File: config.mk
export PLATFORM = sky130hd
export DESIGN_NAME = tmr_cc_chan
export DESIGN_NICKNAME = d
export VERILOG_FILES = /design/src/rtl/tmr_cc_pkg.sv /design/src/rtl/tmr_cc_decode.sv /design/src/rtl/tmr_cc_edge.sv /design/src/rtl/tmr_cc_match.sv /design/src/rtl/tmr_cc_chan.sv
export SDC_FILE = /design/constraint.sdc
export NUM_CORES = 1
export LEC_CHECK = 0
export ABC_AREA = 1
export BUFFER_PORTS_ARGS = -buffer_cell sky130_fd_sc_hd__buf_2
export CAP_MARGIN = 20
export CORE_AREA = 3 3 74 62
export DETAILED_ROUTE_END_ITERATION = 10
export DIE_AREA = 0 0 77 65
export HOLD_SLACK_MARGIN = 0.06
export PLACE_DENSITY = 0.68
export RECOVER_POWER = 100
export SYNTH_ARGS = -nofsm -noshare
export SYNTH_HDL_FRONTEND = slang
export SYNTH_SLANG_ARGS = --single-unit
export TNS_END_PERCENT = 30
File: constraint.sdc
create_clock -name clk_i -period 1.3 [get_ports clk_i]
set_input_delay 0.065 -clock clk_i [delete_from_list [all_inputs] [get_ports clk_i]]
set_output_delay 0.065 -clock clk_i [all_outputs]
set_load 0.02 [all_outputs]
File: src/rtl/tmr_cc_pkg.sv
package tmr_cc_pkg;

    localparam int unsigned CTL_W = 4;

    typedef enum logic [1:0] {
        ACT_NONE   = 2'b00,
        ACT_LOW    = 2'b01,
        ACT_HIGH   = 2'b10,
        ACT_TOGGLE = 2'b11
    } cmp_act_e;

    typedef enum logic [1:0] {
        SRC_RISE  = 2'b00,
        SRC_FALL  = 2'b01,
        SRC_BOTH  = 2'b10,
        SRC_NEIGH = 2'b11
    } cap_src_e;

    typedef struct packed {
        logic     capture;
        logic     out_en;
        logic     init_lvl;
        cmp_act_e act;
        cap_src_e src;
    } ctl_dec_t;

endpackage

File: src/rtl/tmr_cc_decode.sv
module tmr_cc_decode
    import tmr_cc_pkg::*;
#(
    parameter bit HAS_XSRC = 1'b1
) (
    input  logic [CTL_W-1:0] ctl_i,
    output ctl_dec_t         dec_o
);

    cap_src_e pin_src;
    cap_src_e src_sel;

    always_comb begin
        if (ctl_i[1])      pin_src = SRC_BOTH;
        else if (ctl_i[0]) pin_src = SRC_FALL;
        else               pin_src = SRC_RISE;
    end

    generate
        if (HAS_XSRC) begin : g_xsrc
            always_comb begin
                src_sel = (ctl_i[3:2] == 2'b11) ? SRC_NEIGH : pin_src;
            end
        end else begin : g_pin_only
            always_comb begin
                src_sel = pin_src;
            end
        end
    endgenerate

    always_comb begin
        dec_o          = '0;
        dec_o.capture  = ctl_i[3];
        dec_o.out_en   = !ctl_i[3] && (ctl_i[1:0] != 2'b00);
        dec_o.init_lvl = ctl_i[2];
        dec_o.act      = cmp_act_e'(ctl_i[1:0]);
        dec_o.src      = src_sel;
    end

endmodule

File: src/rtl/tmr_cc_edge.sv
module tmr_cc_edge #(
    parameter int unsigned STAGES = 2
) (
    input  logic clk_i,
    input  logic rst_ni,
    input  logic pin_i,
    output logic rise_o,
    output logic fall_o
);

    localparam int unsigned CHAIN_W = STAGES + 1;

    logic [CHAIN_W-1:0] chain_d;
    logic [CHAIN_W-1:0] chain_q;

    always_comb begin
        chain_d = {chain_q[CHAIN_W-2:0], pin_i};
    end

    always_ff @(posedge clk_i or negedge rst_ni) begin
        if (!rst_ni) chain_q <= '0;
        else         chain_q <= chain_d;
    end

    assign rise_o =  chain_q[STAGES-1] && !chain_q[STAGES];
    assign fall_o = !chain_q[STAGES-1] &&  chain_q[STAGES];

endmodule

File: src/rtl/tmr_cc_match.sv
module tmr_cc_match #(
    parameter int unsigned CNT_W = 16
) (
    input  logic             clk_i,
    input  logic             rst_ni,
    input  logic [CNT_W-1:0] cnt_i,
    input  logic [CNT_W-1:0] gr_i,
    output logic             hit_o
);

    logic eq;
    logic eq_prev_d;
    logic eq_prev_q;

    always_comb begin
        eq        = (cnt_i == gr_i);
        eq_prev_d = eq;
    end

    always_ff @(posedge clk_i or negedge rst_ni) begin
        if (!rst_ni) eq_prev_q <= 1'b0;
        else         eq_prev_q <= eq_prev_d;
    end

    assign hit_o = eq && !eq_prev_q;

endmodule

File: src/rtl/tmr_cc_chan.sv
module tmr_cc_chan
    import tmr_cc_pkg::*;
#(
    parameter int unsigned CNT_W       = 16,
    parameter int unsigned SYNC_STAGES = 2,
    parameter bit          HAS_XSRC    = 1'b1
) (
    input  logic             clk_i,
    input  logic             rst_ni,
    input  logic             wr_ctl_i,
    input  logic             wr_reg_i,
    input  logic [CNT_W-1:0] wdata_i,
    input  logic [CNT_W-1:0] cnt_i,
    input  logic             pin_i,
    input  logic             nb_cnt_evt_i,
    input  logic             nb_fast_clk_i,
    output logic             pin_o,
    output logic             pin_oe_o,
    output logic             flag_o,
    output logic [CNT_W-1:0] gr_o
);

    typedef struct packed {
        logic [CTL_W-1:0] ctl;
        logic [CNT_W-1:0] gr;
        logic             pin;
        logic             flag;
    } chan_st_t;

    chan_st_t st_d;
    chan_st_t st_q;

    logic [CTL_W-1:0] ctl_cur;
    ctl_dec_t         dec;
    logic             hit;
    logic             rise;
    logic             fall;
    logic             trig;

    assign ctl_cur = st_q.ctl;

    tmr_cc_decode #(.HAS_XSRC(HAS_XSRC)) i_decode (
        .ctl_i (ctl_cur),
        .dec_o (dec)
    );

    tmr_cc_edge #(.STAGES(SYNC_STAGES)) i_edge (
        .clk_i  (clk_i),
        .rst_ni (rst_ni),
        .pin_i  (pin_i),
        .rise_o (rise),
        .fall_o (fall)
    );

    tmr_cc_match #(.CNT_W(CNT_W)) i_match (
        .clk_i  (clk_i),
        .rst_ni (rst_ni),
        .cnt_i  (cnt_i),
        .gr_i   (st_q.gr),
        .hit_o  (hit)
    );

    always_comb begin
        unique case (dec.src)
            SRC_RISE:  trig = rise;
            SRC_FALL:  trig = fall;
            SRC_BOTH:  trig = rise || fall;
            SRC_NEIGH: trig = nb_cnt_evt_i && !nb_fast_clk_i;
            default:   trig = 1'b0;
        endcase
    end

    always_comb begin
        st_d      = st_q;
        st_d.flag = 1'b0;

        if (!dec.capture) begin
            if (hit) begin
                st_d.flag = 1'b1;
                unique case (dec.act)
                    ACT_LOW:    st_d.pin = 1'b0;
                    ACT_HIGH:   st_d.pin = 1'b1;
                    ACT_TOGGLE: st_d.pin = !st_q.pin;
                    default:    st_d.pin = st_q.pin;
                endcase
            end
        end else if (trig) begin
            st_d.flag = 1'b1;
            st_d.gr   = cnt_i;
        end

        if (wr_reg_i) begin
            st_d.gr = wdata_i;
        end

        if (wr_ctl_i) begin
            st_d.ctl = wdata_i[CTL_W-1:0];
            if (!wdata_i[3] && (wdata_i[1:0] != 2'b00)) begin
                st_d.pin = wdata_i[2];
            end
        end
    end

    always_ff @(posedge clk_i or negedge rst_ni) begin
        if (!rst_ni) begin
            st_q.ctl  <= '0;
            st_q.gr   <= '1;
            st_q.pin  <= 1'b0;
            st_q.flag <= 1'b0;
        end else begin
            st_q <= st_d;
        end
    end

    assign pin_o    = st_q.pin;
    assign pin_oe_o = dec.out_en;
    assign flag_o   = st_q.flag;
    assign gr_o     = st_q.gr;

endmodule

* Word-level counts from Yosys, hierarchy flattened
Index checks and enable logic that the tools add are counted.
** Storage, ports and cells
- Word-level logic and storage cells :: 48
- Bits in read-only memories :: 0
- RAM bits :: 0
- Register bits after elaboration :: 26
- Output and inout bits :: 19
- Bits in latches :: 0
- Memories :: 0
- Bits of input ports :: 39
** Cells by class
- Muxes and demuxes :: 14
- Divide/modulo/power cells :: 0
- Bitwise gates (word level) :: 0
- Reduce and logical (&&, ||, !) cells :: 20
- Shift operators :: 0
- Order comparisons :: 0
- Add/subtract/negate cells :: 0
- Eq/ne operators :: 8
- Multiply operators :: 0
** Operator list (number)
- 16-bit two-way mux :: 3
- 16-bit equality test :: 1
- 2-bit equality test (second input constant) :: 5
- 2-bit nonzero test :: 4
- 1-bit logical NOT :: 7
- 1-bit logical AND :: 6
- 1-bit two-way mux :: 6
- 2-bit two-way mux :: 3
- 2-bit by 1-bit equality test with 1-bit output (second input constant) :: 2
- 1-bit one-hot mux with 4 select lines :: 1
- 1-bit one-hot mux with 3 select lines :: 1
- 2-bit logical NOT :: 1
- 2-bit AND reduction :: 1
- 1-bit logical OR :: 1

* Longest topological paths before layout
Gate-level depths: netlist of the first run.
- Depth after elaboration :: 8
- Mapped depth :: 11

* Cells and area by module
A second synthesis of the first run with hierarchy kept.
** Second synthesis, totals
- Cells, all modules :: 266
- Area, all modules :: 1665.3 um2
** By module, submodules not included
- tmr_cc_chan :: cells an instance 156, area an instance 1149.9 um2, instances 1, seq. area each 570.5 um2
- tmr_cc_match :: cells an instance 92, area an instance 369.1 um2, instances 1, seq. area each 25.0 um2
- tmr_cc_edge :: cells an instance 7, area an instance 90.1 um2, instances 1, seq. area each 75.1 um2
- tmr_cc_decode :: cells an instance 11, area an instance 56.3 um2, instances 1, seq. area each 0.0 um2

* Worst setup path before layout of the first run
No wires, ideal clock.
- Path type :: register to register
- Start point :: register st_q (netlist bit gr_o[0])
- End point :: register st_q (netlist bit pin_o)
- Data required time :: 1.187 ns
- Path slack :: -0.117 ns
- Stages on the path, launching flop included :: 12
- Buffers on the path :: 0
- Clock period less this slack :: 1.417 ns
- Library setup time :: 0.113 ns
- Arrival time :: 1.305 ns
- Cell sequence :: dfstp_2 -> inv_1 -> nand2_1 -> nand2_1 -> nor2_1 -> nand2_1 -> nor2_1 -> nand3_1 -> nand2_1 -> nand3_1 -> nand2_1 -> inv_1
** RTL lines
- start, declared :: RTL line tmr_cc_chan.sv:31 : chan_st_t st_q;
- start signal, assigned :: RTL line tmr_cc_chan.sv:111 : st_q <= st_d;

==> results of run 1 <==
[power by group through the flow]
stage,Clock (mW),Sequential (mW),Combinational (mW)
final,0.668,1.03,0.885
after global routing,0.733,1.04,0.988
after CTS,0.685,1.03,0.894
after detailed placement,0,1.04,0.862
after global placement,0,1.04,0.847
after floorplan,0,1.16,0.345
[how the worst min path moves through the flow]
stage	end	slack (ns)	depth (start not counted)
3_3_place_gp	ctl_cur[3]	0.09	1
5_1_grt	ctl_cur[3]	0.07	2
3_5_place_dp	i_edge.chain_q[0]	0.10	1
4_1_cts	ctl_cur[3]	0.07	2
2_1_floorplan	ctl_cur[0]	-0.23	0
6_report	ctl_cur[2]	0.07	3
[layout make-up]
type,instances,area share
clock buffer,3,0.0181
clock inverter,1,0.0131
inverter,29,0.0476
multi-input combinational,143,0.353
sequential,26,0.293
tap,55,0.0301
timing repair buffer,92,0.245
[sequential cells by signal, indices dropped and copies added, names as in the netlist]
name and flops:
gr_o 16, ctl_cur 4, i_edge.chain_q 3, flag_o 1, i_match.eq_prev_q 1, pin_o 1
[layout by cell type (no fill, tap or decap), drive strengths merged, types with 2 or more instances in the layout]
cell type	count
nor2	24
buf	68
dfrtp	10
inv	29
o21ai	26
nand2	66
dfstp	16
a21oi	8
dlygate4sd3	5
xor2	4
mux2i	7
clkbuf	22
ha	2
nand3	2
[through the flow]
step	setup WS, ns	instance area (um2)
finish	-0.221	2290
detailed placement	-0.243	2120
CTS	-0.214	2270
global route	-0.342	2290
floorplan	-0.0959	1570
global placement	-0.176	2120
[worst max-delay path, cell delays in order, from the launching register on]
cell     delay [ns]
dfstp_2        0.54
inv_1          0.05
nand2_1        0.05
nand2_1        0.05
nor2_1         0.10
nand2_1        0.10
nor2_2         0.17
nand3_2        0.10
buf_4          0.14
buf_4          0.12
nand2_1        0.04
[kinds of logic after synthesis]
| kind of cell | synth area share |
|---|---|
| and+or+nand+nor | 0.243 |
| AOI/OAI and AO/OA | 0.141 |
| DFF | 0.432 |
| adders and majority gates | 0.0161 |
| muxes | 0.0524 |
| xor gates and xnor gates | 0.0226 |
| buffers and inverters | 0.0935 |
[routing by layer]
metal	GRT usage	share of wire
met1	0.210	0.44
met5	0	0
met2	0.259	0.47
met4	0.0422	0.017
met3	0.0458	0.066
[what timing repair did]
action	in CTS	in global routing
hold buffers	5	0
endpoints found under the hold margin	13	0
gates resized for setup	10	9
setup endpoints to repair	19	19
buffers inserted	0	1
gates cloned	0	0
pin swaps	4	3
==> results.sh, run 1 <==
export IMPL_die_width_um=77
export IMPL_rrSetupSlack_ns=-0.22
export IMPL_tightest_slew_ns=0.611
export IMPL_worst_setup_path_end_kind="register"
export IMPL_async_reset_ff_frac=1.00
export IMPL_ys_top_cells_by_count="nand2_1, inv_1, nor2_1"
export IMPL_pwr_share_seq=0.398
export IMPL_combinationalPowerShare=0.343
export IMPL_multiInputGateArea_um2=807
export IMPL_max_freq_mhz=657
export IMPL_seq_area_frac_synth=0.432
export IMPL_synth_seq_cells=26
export IMPL_final_util=0.597
export IMPL_yosysMostFrequentCell="nand2_1"
export IMPL_std_cell_rows=20
export IMPL_clkPwrFrac=0.259
export IMPL_power_leakage_nw=1.18
export IMPL_p_per_area_nw_per_um2=1130
export IMPL_synth_avg_cell_area_um2=7.65
export IMPL_final_antenna_net_count=0
export IMPL_setup_ws_ns=-0.221
export IMPL_io_pins=58
export IMPL_finalHoldViolations=0
export IMPL_cp_max_fo=2
export IMPL_root_buffer="clkbuf_8"
export IMPL_n_fill_cell=372
export IMPL_gp_congestion=0.780
export IMPL_nNetsFinal=336
export IMPL_hold_class="in2reg"
export IMPL_wl_um=3780
export IMPL_r2r_start="gr_o[2]"
export IMPL_die_area_um2=5010
export IMPL_yosysWarnings=0
export IMPL_firstDrtPassIters=4
export IMPL_synthTopCellsByArea="dfstp_2, dfrtp_1, nand2_1, inv_1, o21ai_2"
export IMPL_netSwitchingPower_uw=818
export IMPL_start_util=0.406
export IMPL_die_height_um=65
export IMPL_cts_reportedPaths_clkPinSlew_ns=0.09
export IMPL_vias=1560
export IMPL_synth_top_area_share=0.271
export IMPL_antenna_cells=0
export IMPL_worst_setup_path_type="reg2reg"
export IMPL_synth_cells=203
export IMPL_worstRegToRegCells=10
export IMPL_intPower_mw=1.76
export IMPL_gr_total_overflow=0
export IMPL_setup_viol=19
export IMPL_min_from="wdata_i[2]"
export IMPL_startpoint_type="register"
export IMPL_dp_hpwl_um=2960
export IMPL_outcome="complete, but fails checks"
export IMPL_synth_nets=244
export IMPL_grt_start_max_net_pins=27
export IMPL_grt_util_all_layers=0.160
export IMPL_finClkSkew_ns=0.00131
export IMPL_r2r_end="flag_o"
export IMPL_antenna_found_initial=0
export IMPL_tns_ns=-3.22
export IMPL_crit_end="flag_o"
export IMPL_tritoncts="built"
export IMPL_ys_flop_type="dfstp_2"
export IMPL_post_synth_top_area_cell="dfstp_2"
export IMPL_avgViaCountPerCell=4.47
export IMPL_rsz0062_at_grt="yes"
export IMPL_first_global_vias=1457
export IMPL_area_growth_pct=47.2
export IMPL_slew_viol_final=0
export IMPL_p_sw_frac=0.317
export IMPL_seqCellArea_um2=671
export IMPL_fin_cells=349
export IMPL_ys_types=24
export IMPL_synth_edf_count=0
export IMPL_clock_sinks=26
export IMPL_crit_start="gr_o[2]"
export IMPL_cp_required_ns=1.52
export IMPL_whs_ns=0.0691
export IMPL_worstPathArrival_ns=1.74
export IMPL_period_share=1.17
export IMPL_drive_gt1_frac=0.456
export IMPL_drc_errors=0
export IMPL_drt_iter0_markers=96
export IMPL_clkLatencyLatePin_ns=0.27
export IMPL_netlist_area_um2=1550
export IMPL_power_total_mw=2.58
export IMPL_min_period_ns=1.52
export IMPL_dp_cells=339
export IMPL_cts_buffers=3
export IMPL_violations="setup timing"
export IMPL_cts_max_level=1
export IMPL_max_vdd_ir_drop_v=0.000697
export IMPL_drv_cap=0
export IMPL_avgRoutedWirePerCell_um=10.8
export IMPL_grt_pass1_wl_um=6430
export IMPL_slew_headroom=0.593
export IMPL_portBuffers=57
export IMPL_core_area_um2=3830
export IMPL_cts_buffer_depth=2
No activity file was read; power rests on OpenSTA's default activity.
==> run 2, diff against run 1 <==
ABC_AREA = default   (was 1)
CORE_AREA = 3 3 69 58   (was 3 3 74 62)
DIE_AREA = 0 0 72 61   (was 0 0 77 65)
PLACE_DENSITY = 0.74   (was 0.68)
==> results.sh, run 2 <==
export IMPL_ys_types=24
export IMPL_die_height_um=61
export IMPL_post_cts_buffers=0
export IMPL_setup_ws_ns=-0.362
export IMPL_synth_avg_cell_area_um2=10.3
export IMPL_async_reset_ff_frac=1.00
export IMPL_drive_gt1_frac=0.529
export IMPL_min_period_ns=1.66
export IMPL_startpoint_type="register"
export IMPL_synth_cells=141
export IMPL_mostFrequentLayoutCells="buf_2, a21oi_2, nand2_1"
export IMPL_cts_max_level=1
export IMPL_first_global_vias=1321
export IMPL_yosysWarnings=0
export IMPL_largest_register_ffs=16
export IMPL_synth_top_area_share=0.290
export IMPL_rsz0062_at_grt="yes"
export IMPL_slew_headroom=0.581
export IMPL_nNetsFinal=280
export IMPL_synthTopCellsByArea="dfstp_2, dfrtp_1, xnor2_1, a21oi_1, nor2b_1"
export IMPL_grt_util_all_layers=0.182
export IMPL_dr_wl_met3_um=245
export IMPL_post_synth_top_area_cell="dfstp_2"
export IMPL_power_leakage_nw=1.00
export IMPL_final_antenna_net_count=0
export IMPL_outcome="complete, but fails checks"
export IMPL_synth_nets=182
export IMPL_area_growth_pct=56.4
export IMPL_power_total_mw=2.38
export IMPL_root_buffer="clkbuf_8"
export IMPL_setup_viol=19
export IMPL_hold_class="in2reg"
export IMPL_netlist_area_um2=1450
export IMPL_ys_flop_type="dfstp_2"
export IMPL_m1WireLength_um=1780
export IMPL_clock_sinks=26
export IMPL_synth_edf_count=0
export IMPL_dp_hpwl_um=2570
export IMPL_die_width_um=72
export IMPL_cts_buffer_depth=2
export IMPL_gp_congestion=0.831
export IMPL_finClkSkew_ns=0.00881
export IMPL_cp_required_ns=1.52
export IMPL_worst_setup_path_type="reg2reg"
export IMPL_antenna_found_initial=0
export IMPL_antenna_cells=0
export IMPL_cts_buffers=3
export IMPL_grt_pass1_wl_um=6040
export IMPL_drv_cap=0
export IMPL_cts_reportedPaths_clkPinSlew_ns=0.09
export IMPL_period_share=1.28
export IMPL_start_util=0.426
export IMPL_tritoncts="built"
export IMPL_tns_ns=-6.19
export IMPL_gr_total_overflow=0
export IMPL_p_per_area_nw_per_um2=1050
export IMPL_seq_area_frac_synth=0.463
export IMPL_io_pins=58
export IMPL_wl_met2_um=1810
export IMPL_tightest_slew_ns=0.629
export IMPL_drc_errors=0
export IMPL_avgRoutedWirePerCell_um=13.8
export IMPL_worst_setup_path_end_kind="register"
export IMPL_routed_top_layer="met4"
export IMPL_violations="setup timing"
export IMPL_grt_start_max_net_pins=27
export IMPL_finalHoldViolations=0
export IMPL_cp_max_fo=17
export IMPL_ys_top_cells_by_count="a21oi_1, nand2_1, dfstp_2, nor2b_1, xnor2_1"
export IMPL_die_area_um2=4390
export IMPL_max_freq_mhz=602
export IMPL_worstPathArrival_ns=1.88
export IMPL_avgViaCountPerCell=4.83
export IMPL_std_cell_rows=19
export IMPL_slew_viol_final=0
export IMPL_synth_seq_cells=26
export IMPL_yosysMostFrequentCell="a21oi_1"
export IMPL_firstDrtPassIters=4
export IMPL_wl_um=3870
export IMPL_drt_iter0_markers=81
export IMPL_max_vdd_ir_drop_v=0.000697
export IMPL_clkLatencyLatePin_ns=0.28
export IMPL_vias=1351
export IMPL_core_area_um2=3400
export IMPL_mostFrequentLayoutCell="buf_2"
export IMPL_portBuffers=57
-- run 2: cell families after synthesis --
kind of cell,after synthesis,share of synthesized area
muxes,5,0.0414
and+or+nand+nor,46,0.166
DFF,26,0.463
adders and majority gates,2,0.0173
buffers and inverters,7,0.0294
xor gates and xnor gates,16,0.0967
AOI/OAI and AO/OA,39,0.187
-- run 2: what timing repair did --
action	CTS	global route
endpoints found under the setup margin	19	19
gates cloned	1	0
endpoints found under the hold margin	29	1
gates resized for setup	4	19
hold buffers	17	1
pin swaps	2	5
-- run 2: path summary, 6_finish.rpt --
path	start	slack, ns	end	cells after the start
max	i_edge.chain_q[2]	-0.36	gr_o[1]	8
min	cnt_i[12]	0.08	gr_o[12]	3
max reg2reg	i_edge.chain_q[2]	-0.36	gr_o[1]	8
min reg2reg	i_edge.chain_q[0]	0.37	i_edge.chain_q[1]	0
max in group asynchronous	rst_ni	0.56	i_edge.chain_q[2]	2
min in group asynchronous	rst_ni	0.33	ctl_cur[0]	2
-- run 2: critical path, cell delays in order (launching register included) --
cell	delay, ns
dfrtp_1	0.37
inv_1	0.05
ha_2	0.16
mux2_4	0.27
o21a_4	0.24
o21ai_4	0.15
buf_12	0.16
nand2_1	0.08
a21oi_2	0.13
-- run 2: through the flow --
stage | hold WS [ns] | instances | util | setup WS [ns] | cell area, um2
6_report | 0.0848 | 280 | 0.667 | -0.362 | 2270
3_5_place_dp | 0.0880 | 257 | 0.573 | -0.390 | 1950
5_1_grt | 0.0980 | 280 | 0.667 | -0.442 | 2270
4_1_cts | 0.0615 | 279 | 0.646 | -0.377 | 2200
2_1_floorplan | -0.231 | 141 | - | -0.317 | 1460
3_3_place_gp | 0.0908 | 257 | 0.573 | -0.325 | 1950
-- run 2: power breakdown --
| group | internal, mW | total, mW | leakage [nW] | switching (mW) |
|---|---|---|---|---|
| clock | 0.271 | 0.530 | 0.0288 | 0.258 |
| sequential | 0.943 | 1.02 | 0.290 | 0.0738 |
| combinational | 0.410 | 0.837 | 0.682 | 0.427 |
| total | 1.62 | 2.38 | 1.00 | 0.759 |
-- run 2: cell type report --
class                      instances  area, um2
fill                             280       1130
multi-input combinational        109        850
sequential                        26        671
timing repair buffer              97        631
clock buffer                       4       55.1
tap                               42       52.6
inverter                           2       7.51
-- run 2: metal layers --
| metal | track usage | vias up |
|---|---|---|
| met4 | 0.0483 | 0 |
| met1 | 0.244 | 625 |
| met2 | 0.295 | 46 |
| met5 | 0 | - |
| li1 | - | 675 |
| met3 | 0.0513 | 5 |
==> run 3, diff against run 2 <==
CELL_PAD_IN_SITES_DETAIL_PLACEMENT = 1   (was default)
CELL_PAD_IN_SITES_GLOBAL_PLACEMENT = 1   (was default)
CORE_AREA = 3 3 84 70   (was 3 3 69 58)
DIE_AREA = 0 0 87 73   (was 0 0 72 61)
PLACE_DENSITY = default   (was 0.74)
PLACE_DENSITY_LB_ADDON = 0.1   (was default)
==> results.sh, run 3 (synthesis results as in run 2) <==
export IMPL_finalHoldViolations=0
export IMPL_setup_viol=19
export IMPL_slew_viol_final=0
export IMPL_worst_setup_path_type="reg2reg"
export IMPL_dp_cells=279
export IMPL_antenna_cells=0
export IMPL_path_delay_family="compound AO/OA/AOI/OAI gates"
export IMPL_start_util=0.288
export IMPL_max_freq_mhz=600
export IMPL_setup_ws_ns=-0.368
export IMPL_power_total_mw=2.43
export IMPL_min_period_ns=1.67
export IMPL_dpl_cell_area_um2=1970
export IMPL_final_cell_area_um2=2320
export IMPL_die_width_um=87
export IMPL_drc_errors=0
export IMPL_cts_reportedPaths_clkPinSlew_ns=0.10
export IMPL_cts_buffer_depth=2
export IMPL_cts_buffers=3
export IMPL_rsz0062_at_grt="yes"
export IMPL_grt_start_max_net_pins=27
export IMPL_antenna_found_initial=0
export IMPL_drt_iter0_markers=31
export IMPL_worstRegToRegCells=7
export IMPL_avgViaCountPerCell=4.68
export IMPL_cp_required_ns=1.50
export IMPL_area_growth_pct=60.4
export IMPL_violations="setup timing"
export IMPL_gr_total_overflow=0
export IMPL_die_area_um2=6350
export IMPL_wl_um=4580
export IMPL_drive_gt1_frac=0.585
export IMPL_crit_buf_inv=1
export IMPL_firstDrtPassIters=4
export IMPL_nNetsFinal=283
export IMPL_p_per_area_nw_per_um2=1040
export IMPL_vias=1418
export IMPL_grt_util_all_layers=0.148
export IMPL_max_stage_delay_ns=0.37
export IMPL_cpMaxStageDelayCell="dfrtp_1"
export IMPL_dp_hpwl_um=3350
export IMPL_hold_class="in2reg"
export IMPL_max_vdd_ir_drop_v=0.000509
export IMPL_io_pins=58
export IMPL_die_height_um=73
export IMPL_clock_sinks=26
export IMPL_worstPathArrival_ns=1.87
export IMPL_drv_cap=0
export IMPL_finClkSkew_ns=0.00811
export IMPL_slew_headroom=0.541
export IMPL_whs_ns=0.107
export IMPL_power_leakage_nw=1.04
export IMPL_fin_cells=303
export IMPL_tns_ns=-6.30
export IMPL_core_area_um2=5040
export IMPL_tritoncts="built"
export IMPL_mostFrequentLayoutCells="buf_2, a21oi_2, buf_4"
export IMPL_startpoint_type="register"
export IMPL_first_global_vias=1494
export IMPL_whs_path_depth=2
export IMPL_clkLatencyLatePin_ns=0.27
export IMPL_outcome="complete, but fails checks"
export IMPL_crit_path_frequent_cell="o21a_4"
export IMPL_cp_max_fo=8
export IMPL_largest_register_ffs=16
export IMPL_cts_max_level=1
export IMPL_std_cell_rows=23
export IMPL_gp_congestion=0.818
export IMPL_root_buffer="clkbuf_8"
export IMPL_crit_chain="inv_1 > ha_2 > mux2_4 > o21a_4 > o21a_4 > a21oi_1 > a21oi_2"
export IMPL_period_share=1.28
export IMPL_avgRoutedWirePerCell_um=15.1
export IMPL_grt_pass1_wl_um=7310
export IMPL_path_depth=7
export IMPL_portBuffers=57
export IMPL_mostFrequentLayoutCell="buf_2"
export IMPL_final_antenna_net_count=0
export IMPL_tightest_slew_ns=0.688
export IMPL_worst_setup_path_end_kind="register"
-- run 3: changes by cell type in the layout (fill, tap and decap cells not counted), sizes merged --
cell,before,now
clkbuf,22,10
buf,61,76
-- run 3: per-layer routing --
layer / vias up / GRT usage / share of wire
met1: 698 / 0.190 / 0.45
met2: 37 / 0.257 / 0.50
met5: - / 0 / 0
met4: 0 / 0.0242 / 0.0048
li1: 681 / - / -
met3: 2 / 0.0339 / 0.051
-- run 3: area by class of cell --
type	instances	area, um2
timing repair buffer	100	666
sequential	26	671
tap	62	77.6
clock buffer	4	55.1
inverter	2	7.51
multi-input combinational	109	848
fill	591	2710
-- run 3: final timing paths --
path                                         from  slack [ns]           endpoint
worst max-delay path            i_edge.chain_q[2]       -0.37            gr_o[7]
worst min-delay path                     wr_ctl_i        0.11         ctl_cur[3]
worst max register to register  i_edge.chain_q[2]       -0.37            gr_o[7]
worst min register to register  i_edge.chain_q[0]        0.36  i_edge.chain_q[1]
max in group asynchronous                  rst_ni        0.49  i_edge.chain_q[0]
min in group asynchronous                  rst_ni        0.36             flag_o
-- run 3: per-stage QoR --
stage | utilization | setup slack [ns]
floorplan | - | -0.317
global placement | 0.392 | -0.353
detailed placement | 0.392 | -0.418
CTS | 0.446 | -0.406
global route | 0.462 | -0.453
finish | 0.462 | -0.368
-- run 3: what timing repair did --
item | CTS | global route
hold endpoints to repair | 28 | 1
setup endpoints to repair | 19 | 19
gates cloned | 1 | 0
pin swaps | 14 | 6
buffers inserted | 0 | 1
resized for setup | 10 | 17
hold buffers | 17 | 1
-- run 3: report_power, final --
group,internal [mW],switching (mW)
combinational,0.428,0.447
clock,0.271,0.264
sequential,0.943,0.0747
